--- config.mk ---
export PLATFORM = sky130hd
export DESIGN_NAME = gpio_edge_port
export DESIGN_NICKNAME = d
export VERILOG_FILES = /design/src/rtl/gpio_edge_port.sv
export SDC_FILE = /design/constraint.sdc
export NUM_CORES = 1
export LEC_CHECK = 0
export ABC_AREA = 1
export CORE_ASPECT_RATIO = 1.1
export CORE_MARGIN = 4
export CORE_UTILIZATION = 41
export CTS_BUF_LIST = sky130_fd_sc_hd__clkbuf_16
export DETAILED_ROUTE_END_ITERATION = 12
export PLACE_DENSITY = 0.76
export SYNTH_ARGS = -nofsm -noshare
export SYNTH_HDL_FRONTEND = slang
export SYNTH_SLANG_ARGS = --single-unit
--- constraint.sdc ---
create_clock -name clk -period 2.18 [get_ports clk]
set_input_delay 0.654 -clock clk [delete_from_list [all_inputs] [get_ports clk]]
set_output_delay 0.654 -clock clk [all_outputs]
set_load 0.02 [all_outputs]
--- src/rtl/gpio_edge_port.sv ---
module gpio_edge_port #(
  parameter int PINS = 8,
  parameter int AW   = 3
) (
  input  logic            clk,
  input  logic            rst_n,
  input  logic            we,
  input  logic [AW-1:0]   addr,
  input  logic [PINS-1:0] wdata,
  output logic [PINS-1:0] rdata,
  input  logic [PINS-1:0] pad_in,
  output logic [PINS-1:0] pad_out,
  output logic [PINS-1:0] pad_oe,
  output logic [PINS-1:0] pad_pull_en,
  output logic [PINS-1:0] pad_pull_up,
  input  logic [PINS-1:0] alt_out,
  output logic            irq
);
  localparam logic [AW-1:0] A_IN = 3'd0, A_OUT = 3'd1, A_DIR = 3'd2, A_SEL = 3'd3,
                            A_PULL = 3'd4, A_EDGE = 3'd5, A_IEN = 3'd6, A_FLAG = 3'd7;

  logic [PINS-1:0] out_r, dir_r, sel_r, pull_r, edge_r, ien_r, flag_r;
  logic [PINS-1:0] sync1, sync2, prev;
  logic [PINS-1:0] hit;
  logic            flag_wr;

  assign flag_wr = we && (addr == A_FLAG);
  assign hit = (edge_r & prev & ~sync2) | (~edge_r & ~prev & sync2);

  always_ff @(posedge clk or negedge rst_n) begin
    if (!rst_n) begin
      sync1 <= '0;
      sync2 <= '0;
      prev  <= '0;
    end else begin
      sync1 <= pad_in;
      sync2 <= sync1;
      prev  <= sync2;
    end
  end

  always_ff @(posedge clk or negedge rst_n) begin
    if (!rst_n) begin
      out_r  <= '0;
      dir_r  <= '0;
      sel_r  <= '0;
      pull_r <= '0;
      edge_r <= '0;
      ien_r  <= '0;
      flag_r <= '0;
    end else begin
      if (we) begin
        case (addr)
          A_OUT:   out_r  <= wdata;
          A_DIR:   dir_r  <= wdata;
          A_SEL:   sel_r  <= wdata;
          A_PULL:  pull_r <= wdata;
          A_EDGE:  edge_r <= wdata;
          A_IEN:   ien_r  <= wdata;
          default: ;
        endcase
      end
      flag_r <= (flag_wr ? wdata : flag_r) | hit;
    end
  end

  always_comb begin
    case (addr)
      A_IN:    rdata = sync2;
      A_OUT:   rdata = out_r;
      A_DIR:   rdata = dir_r;
      A_SEL:   rdata = sel_r;
      A_PULL:  rdata = pull_r;
      A_EDGE:  rdata = edge_r;
      A_IEN:   rdata = ien_r;
      default: rdata = flag_r;
    endcase
  end

  assign pad_out     = (sel_r & alt_out) | (~sel_r & out_r);
  assign pad_oe      = dir_r;
  assign pad_pull_en = pull_r & ~dir_r;
  assign pad_pull_up = out_r;
  assign irq         = |(flag_r & ien_r);

  AST_FLAG_STICKY: assert property (@(posedge clk) disable iff (!rst_n)
    !flag_wr |=> ((flag_r & $past(flag_r)) == $past(flag_r)));
  AST_FLAG_NEEDS_CAUSE: assert property (@(posedge clk) disable iff (!rst_n)
    (!flag_wr && (sync2 == prev)) |=> (flag_r == $past(flag_r)));
  AST_PULL_INPUT_ONLY: assert property (@(posedge clk) disable iff (!rst_n)
    (pad_pull_en & pad_oe) == '0);
  AST_IRQ_HAS_FLAG: assert property (@(posedge clk) disable iff (!rst_n)
    irq |-> (flag_r != '0));
endmodule

==> run_results.csv, run 1 <==
group,metric,value,unit
logic_synthesis,synth_compound_area_frac,0.0779,
clocking,cts_sinks,80,
placed_design,placed_cells,617,
logic_synthesis,synthXorXnorAreaFrac,0,
worst_setup_path,start_kind,"input port",
layout,syn2layout_area_growth,44.9,%
layout,antenna_cells,0,
clocking,cts_hold_buf,0,
clocking,h-tree-depth,3,
die,fp.coreArea,8920,µm²
placed_design,port_buffers,70,
routing,wire_per_inst,17.2,µm
logic_synthesis,yosys.area_share.simple,0.306,
grt,grt_max_degree,39,
status,status,"finished, violations left",
placed_design,gp_congestion,0.896,
sta,fmax,0.442,GHz
grt,grt_usage,0.213,
worst_setup_path,worstSetupPathType,"input port to primary output",
logic_synthesis,seq_area_frac_synth,0.533,
die,die_x,99.3,µm
placed_design,placed_area,4750,µm²
layout,fin_util,0.611,
logic_synthesis,netlist_top_cells_count,"nand2_1 (107), dfrtp_1 (80), nand3_1 (41), nor2_1 (41), o21ai_1 (40)",
sta,finalCritPeriodShare,1.04,
grt,grt_pass1_vias,3624,
grt,overflow,0,
logic_synthesis,synth-seq-cells,80,
clocking,clk_latency,0.34,ns
layout,postLayoutCellArea,5450,µm²
logic_synthesis,post_synth_inst_count,418,
die,start_util,0.421,
layout,stdcell_count,644,
die,row_count,36,
logic_synthesis,synth_warnings,0,
worst_setup_path,rrSetupSlack,1.43,ns
status,violations,"negative setup slack",
logic_synthesis,synth_edf_count,0,
sta,finClkSkew,0.00510,ns
grt,grt_antenna_before_repair,0,
power,powerDensity,885,nW/µm²
worst_setup_path,cp-end-kind,"primary output",
sta,setup_viol,8,
sta,finalMaxSlewViolations,0,
routing,drt_iter0_markers,207,
logic_synthesis,synth_top_flop_cell,"dfrtp_1",
routing,remaining_drc_errors,0,
logic_synthesis,synth_largest_area_cell,"dfrtp_1",
logic_synthesis,async_reset_ff_frac,1.00,
logic_synthesis,synth_area_leaders,"dfrtp_1 (53%), nand2_1 (11%), nand3_1 (5.5%)",
worst_setup_path,path_max_fanout,8,
sta,relSlewSlack,0.765,
logic_synthesis,syn-num-nets,448,
layout,drive_gt1_frac,0.281,
routing,via_count,3563,
worst_setup_path,required,1.53,ns
clocking,cts_buffer_depth,2,
power,total_leakage_power,2.66,nW
logic_synthesis,synth.most_common_cell,"nand2_1",
logic_synthesis,ys_types,23,
placed_design,preCtsSetupSlack,-1.07,ns
logic_synthesis,synth_top_family_by_area,"simple AND/OR/NAND/NOR gates",
clocking,cts_tree,"done",
routing,final_antenna_net_count,0,
sta,max_slew.worst_pin.slew,0.351,ns
clocking,clk_pin_slew,0.06,ns
sta,rsz0062_at_grt,"yes",
clocking,cts_inserted_buffers,9,
sta,setup_slack,-0.0806,ns
worst_setup_path,critPathLaunch,"addr[0]",
die,die_h,108,µm
sta,final_hold_viol_count,0,
logic_synthesis,syn_area,3760,µm²
job,maxCapViolations,0,
worst_setup_path,crit_arrival,1.61,ns
layout,nets,555,
clocking,clockRootBuffer,"clkbuf_16",
min_path,hold_class,"input port to async pin",
logic_synthesis,yosys.area.top_type_share,0.533,
sta,layout_min_cycle_time,2.26,ns
power,ir_drop,0.000613,V
die,io_pins,71,
die,dieArea,10800,µm²
routing,drt_wl_total,11100,µm
worst_setup_path,worstReg2RegStart,"pull_r[3]",
placed_design,hpwl,7290,µm
routing,dr.pass1.iters,5,
routing,via_per_inst,5.53,
grt,grt_pass1_wl,18000,µm
logic_synthesis,synthMuxAreaShare,0.0240,
logic_synthesis,syn_area_per_cell,8.99,µm²
logic_synthesis,synthAdderAreaFrac,0,
-- worst max-delay path, stage by stage --
cell	delay [ns]
buf_12	0.09
buf_12	0.13
inv_8	0.05
buf_8	0.13
nand4_1	0.08
nand2_1	0.09
nor2_2	0.15
nand3_2	0.09
buf_6	0.13
-- report_power, final --
group	total, mW	internal (mW)	switching, mW
Sequential	1.92	1.69	0.223
Clock	1.72	1.12	0.603
Combinational	1.18	0.549	0.632
Total	4.82	3.36	1.46
-- timing repair --
| action | CTS | global route |
|---|---|---|
| gates cloned | 4 | 1 |
| pin swaps | 28 | 30 |
| gates resized for setup | 137 | 35 |
| setup endpoints to repair | 17 | 15 |
| setup buffers | 2 | 4 |
-- cells in the final DEF (no fill, tap or decap), types with 2 or more instances in the layout --
cell type	instances
nand2_1	96
dfrtp_1	80
clkdlybuf4s50_1	43
o21ai_1	40
nor2_1	33
nand4_1	32
inv_1	25
nand3_1	23
buf_4	22
nand3_2	21
buf_6	20
nand2_2	12
clkbuf_16	10
mux2_2	8
o21ai_2	8
buf_2	8
nor2_2	6
dlymetal6s2s_1	6
nor2_4	5
buf_12	4
nor2_8	3
nand3_4	3
bufinv_16	3
buf_8	3
inv_4	2
a22o_1	2
clkinv_4	2
-- logic make-up (layout without fill, tap and decap cells) --
family | after synthesis | count (layout)
flip-flops | 80 | 80
AND/OR/NAND/NOR | 234 | 236
multiplexers | 8 | 8
buffers and inverters | 45 | 155
AO/OA/AOI/OAI | 51 | 51
-- registers in the layout, summed over array words and instances, names as in the netlist --
name / cells
pull_r: 8
prev: 8
sync2: 8
pad_oe: 8
pad_pull_up: 8
ien_r: 8
edge_r: 8
flag_r: 8
sel_r: 8
sync1: 8
-- path summary, 6_finish.rpt --
| check | to | cells past startpoint |
|---|---|---|
| worst max-delay path | rdata[5] | 9 |
| worst min register to register | sync2[2] | 0 |
| worst max register to register | pull_r[3] | 2 |
| worst min-delay path | sync2[6] | 1 |
| max in group asynchronous | sel_r[7] | 2 |
| min in group clk | sync2[2] | 0 |
-- through the flow --
step | hold slack (ns) | total power [mW] | setup TNS [ns]
after floorplan | 0.331 | 2.47 | 0
after global placement | 0.335 | 3.02 | -10.60
after detailed placement | 0.336 | 3.05 | -10.99
after CTS | 0.186 | 4.79 | -0.553
after global routing | 0.194 | 5.04 | -0.874
final | 0.186 | 4.82 | -0.473
-- metal layers --
metal  track usage  vias to the layer above  routed length, µm
met5             0                        -                  0
met4        0.0976                        0                433
met3        0.0568                       34                732
met2         0.369                      154               5790
met1         0.248                     1744               4150
li1              -                     1631                  -
-- area by class of cell --
class / count / area [µm²]
multi-input cells: 295 / 1710
fillers: 717 / 3470
inverters: 30 / 130
flip-flops and latches: 80 / 2000
clock buffers: 9 / 225
repair buffers: 109 / 1120
clock inverters: 7 / 120
well taps: 114 / 143
No activity file was read; power rests on OpenSTA's default activity.
==> inputs of run 2 (changes only) <==
- PLACE_DENSITY: 0.76 -> 0.74
==> run 2 against run 1 <==
The flow still finishes with violations (negative setup slack). Sequential cell count did not move. Register-to-register slack got worse by 0.02 ns. Highest routed layer unchanged. Total power fell by 2.5%.
==> run_results.csv, run 2 (same netlist as run 1, synthesis figures left out) <==
group,metric,value,unit
worst_setup_path,reg2reg_depth,3,
layout,final_common_cell,"nand2_1",
die,fp.coreArea,8920,µm²
worst_setup_path,required,1.53,ns
layout,nets,557,
placed_design,hpwl,7390,µm
power,p_sw,1.45,mW
placed_design,port_buffers,70,
clocking,cts_sinks,80,
sta,layout_min_cycle_time,2.34,ns
clocking,clk_latency,0.34,ns
worst_setup_path,start_kind,"input port",
worst_setup_path,rrSetupSlack,1.41,ns
layout,ff_latch_area,2000,µm²
routing,drt_wl_total,11100,µm
clocking,cts_buffer_depth,2,
grt,grt_pass1_vias,3689,
routing,final_antenna_net_count,0,
power,power.share.switching,0.309,
sta,finalCritPeriodShare,1.07,
power,power,4.70,mW
clocking,cts_hold_buf,0,
clocking,clockRootBuffer,"clkbuf_16",
die,die_x,99.3,µm
worst_setup_path,path_max_fanout,5,
power,ir_drop,0.000516,V
routing,wire_per_inst,17.1,µm
status,status,"finished, violations left",
grt,grt_max_degree,38,
die,start_util,0.421,
layout,antenna_cells,0,
placed_design,gp_congestion,0.867,
worst_setup_path,worstSetupPathType,"input port to primary output",
routing,remaining_drc_errors,0,
worst_setup_path,worstReg2RegStart,"sync2[2]",
grt,grt_pass1_wl,17900,µm
power,seq_power_share,0.409,
grt,grt-busiest-layer,"met2",
placed_design,placed_area,4760,µm²
clocking,clk_pin_slew,0.06,ns
die,row_count,36,
grt,grt_antenna_before_repair,0,
power,total_leakage_power,2.64,nW
layout,final_cell_mix,"nand2_1 (98), dfrtp_1 (80), clkdlybuf4s50_1 (42)",
layout,fillers,718,
sta,fmax,0.427,GHz
die,dieArea,10800,µm²
sta,finalMaxSlewViolations,0,
routing,dr.pass1.iters,5,
job,maxCapViolations,0,
worst_setup_path,crit_arrival,1.69,ns
die,die_h,108,µm
layout,postLayoutCellArea,5440,µm²
power,share_comb_of_total_power,0.250,
layout,stdcell_count,646,
clocking,h-tree-depth,3,
sta,max_slew.worst_pin.slew,0.447,ns
sta,rsz0062_at_grt,"yes",
layout,multi_input_area,1680,µm²
sta,setup_slack,-0.160,ns
grt,overflow,0,
power,power.internal,3.25,mW
layout,syn2layout_area_growth,44.8,%
grt,grtUsageMet1,0.253,
sta,setup_viol,8,
clocking,cts_tree,"done",
routing,drt_iter0_markers,267,
layout,drive_gt1_frac,0.263,
clocking,cts_inserted_buffers,9,
grt,grt_usage,0.213,
placed_design,placed_cells,618,
power,power_frac_clock,0.341,
sta,final_hold_viol_count,0,
sta,relSlewSlack,0.702,
worst_setup_path,cp-end-kind,"primary output",
sta,finClkSkew,0.00574,ns
power,powerDensity,864,nW/µm²
status,violations,"negative setup slack",
worst_setup_path,reg2reg_to,"flag_r[2]",
min_path,hold_class,"input port to async pin",
sta,fin_hold_ws,0.261,ns
routing,via_count,3545,
sta,fin_setup_tns,-0.980,ns
routing,via_per_inst,5.49,
die,io_pins,71,
grt,gr-usage-met2,0.369,
grt,use_met3,0.0361,
-- run 2: power by group through the flow --
stage | registers, mW | clock network (mW) | logic, mW
6_report | 1.92 | 1.60 | 1.18
5_1_grt | 1.95 | 1.68 | 1.28
4_1_cts | 1.91 | 1.61 | 1.16
3_5_place_dp | 1.93 | 0 | 1.12
3_3_place_gp | 1.93 | 0 | 1.10
2_1_floorplan | 1.93 | 0 | 0.543
-- run 2: timing repair --
action                                  CTS  global route
cloned                                    4             1
endpoints found under the setup margin   17            14
resized for setup                       132            32
setup buffers                             7             1
pin swaps                                37            15
-- run 2: through the flow --
| step | worst slack (ns) | util |
|---|---|---|
| after floorplan | 0.0338 | - |
| after global placement | -0.989 | 0.534 |
| after detailed placement | -1.03 | 0.534 |
| after CTS | -0.109 | 0.594 |
| after global routing | -0.192 | 0.610 |
| final | -0.160 | 0.610 |
-- run 2: worst max-delay path by stage --
stage / start / end / slack (ns) / depth (start not counted)
finish: addr[0] / rdata[0] / -0.16 / 9
global route: addr[1] / rdata[5] / -0.19 / 9
CTS: addr[1] / rdata[7] / -0.11 / 9
detailed placement: addr[1] / rdata[3] / -1.03 / 8
global placement: addr[1] / rdata[0] / -0.99 / 8
floorplan: addr[2] / rdata[2] / 0.03 / 6
-- run 2: metal layers --
layer | vias to the layer above | wire, µm
met5 | - | 0
met4 | 0 | 399
met3 | 32 | 577
met2 | 141 | 5720
met1 | 1745 | 4380
li1 | 1627 | -
-- run 2: worst max-delay path, cell delays in order --
cell and delay, ns:
buf_12 0.11, buf_12 0.14, nor2_8 0.16, buf_8 0.15
nand3_2 0.09, nand2_1 0.08, nor2_1 0.04, nand3_1 0.12
buf_6 0.13
-- run 2: area by class of cell --
class                   instances  area share
clock inverters                 7      0.0177
well taps                     114      0.0262
multi-input cells             295       0.309
clock buffers                   9      0.0414
flip-flops and latches         80       0.368
inverters                      30      0.0230
repair buffers                111       0.215
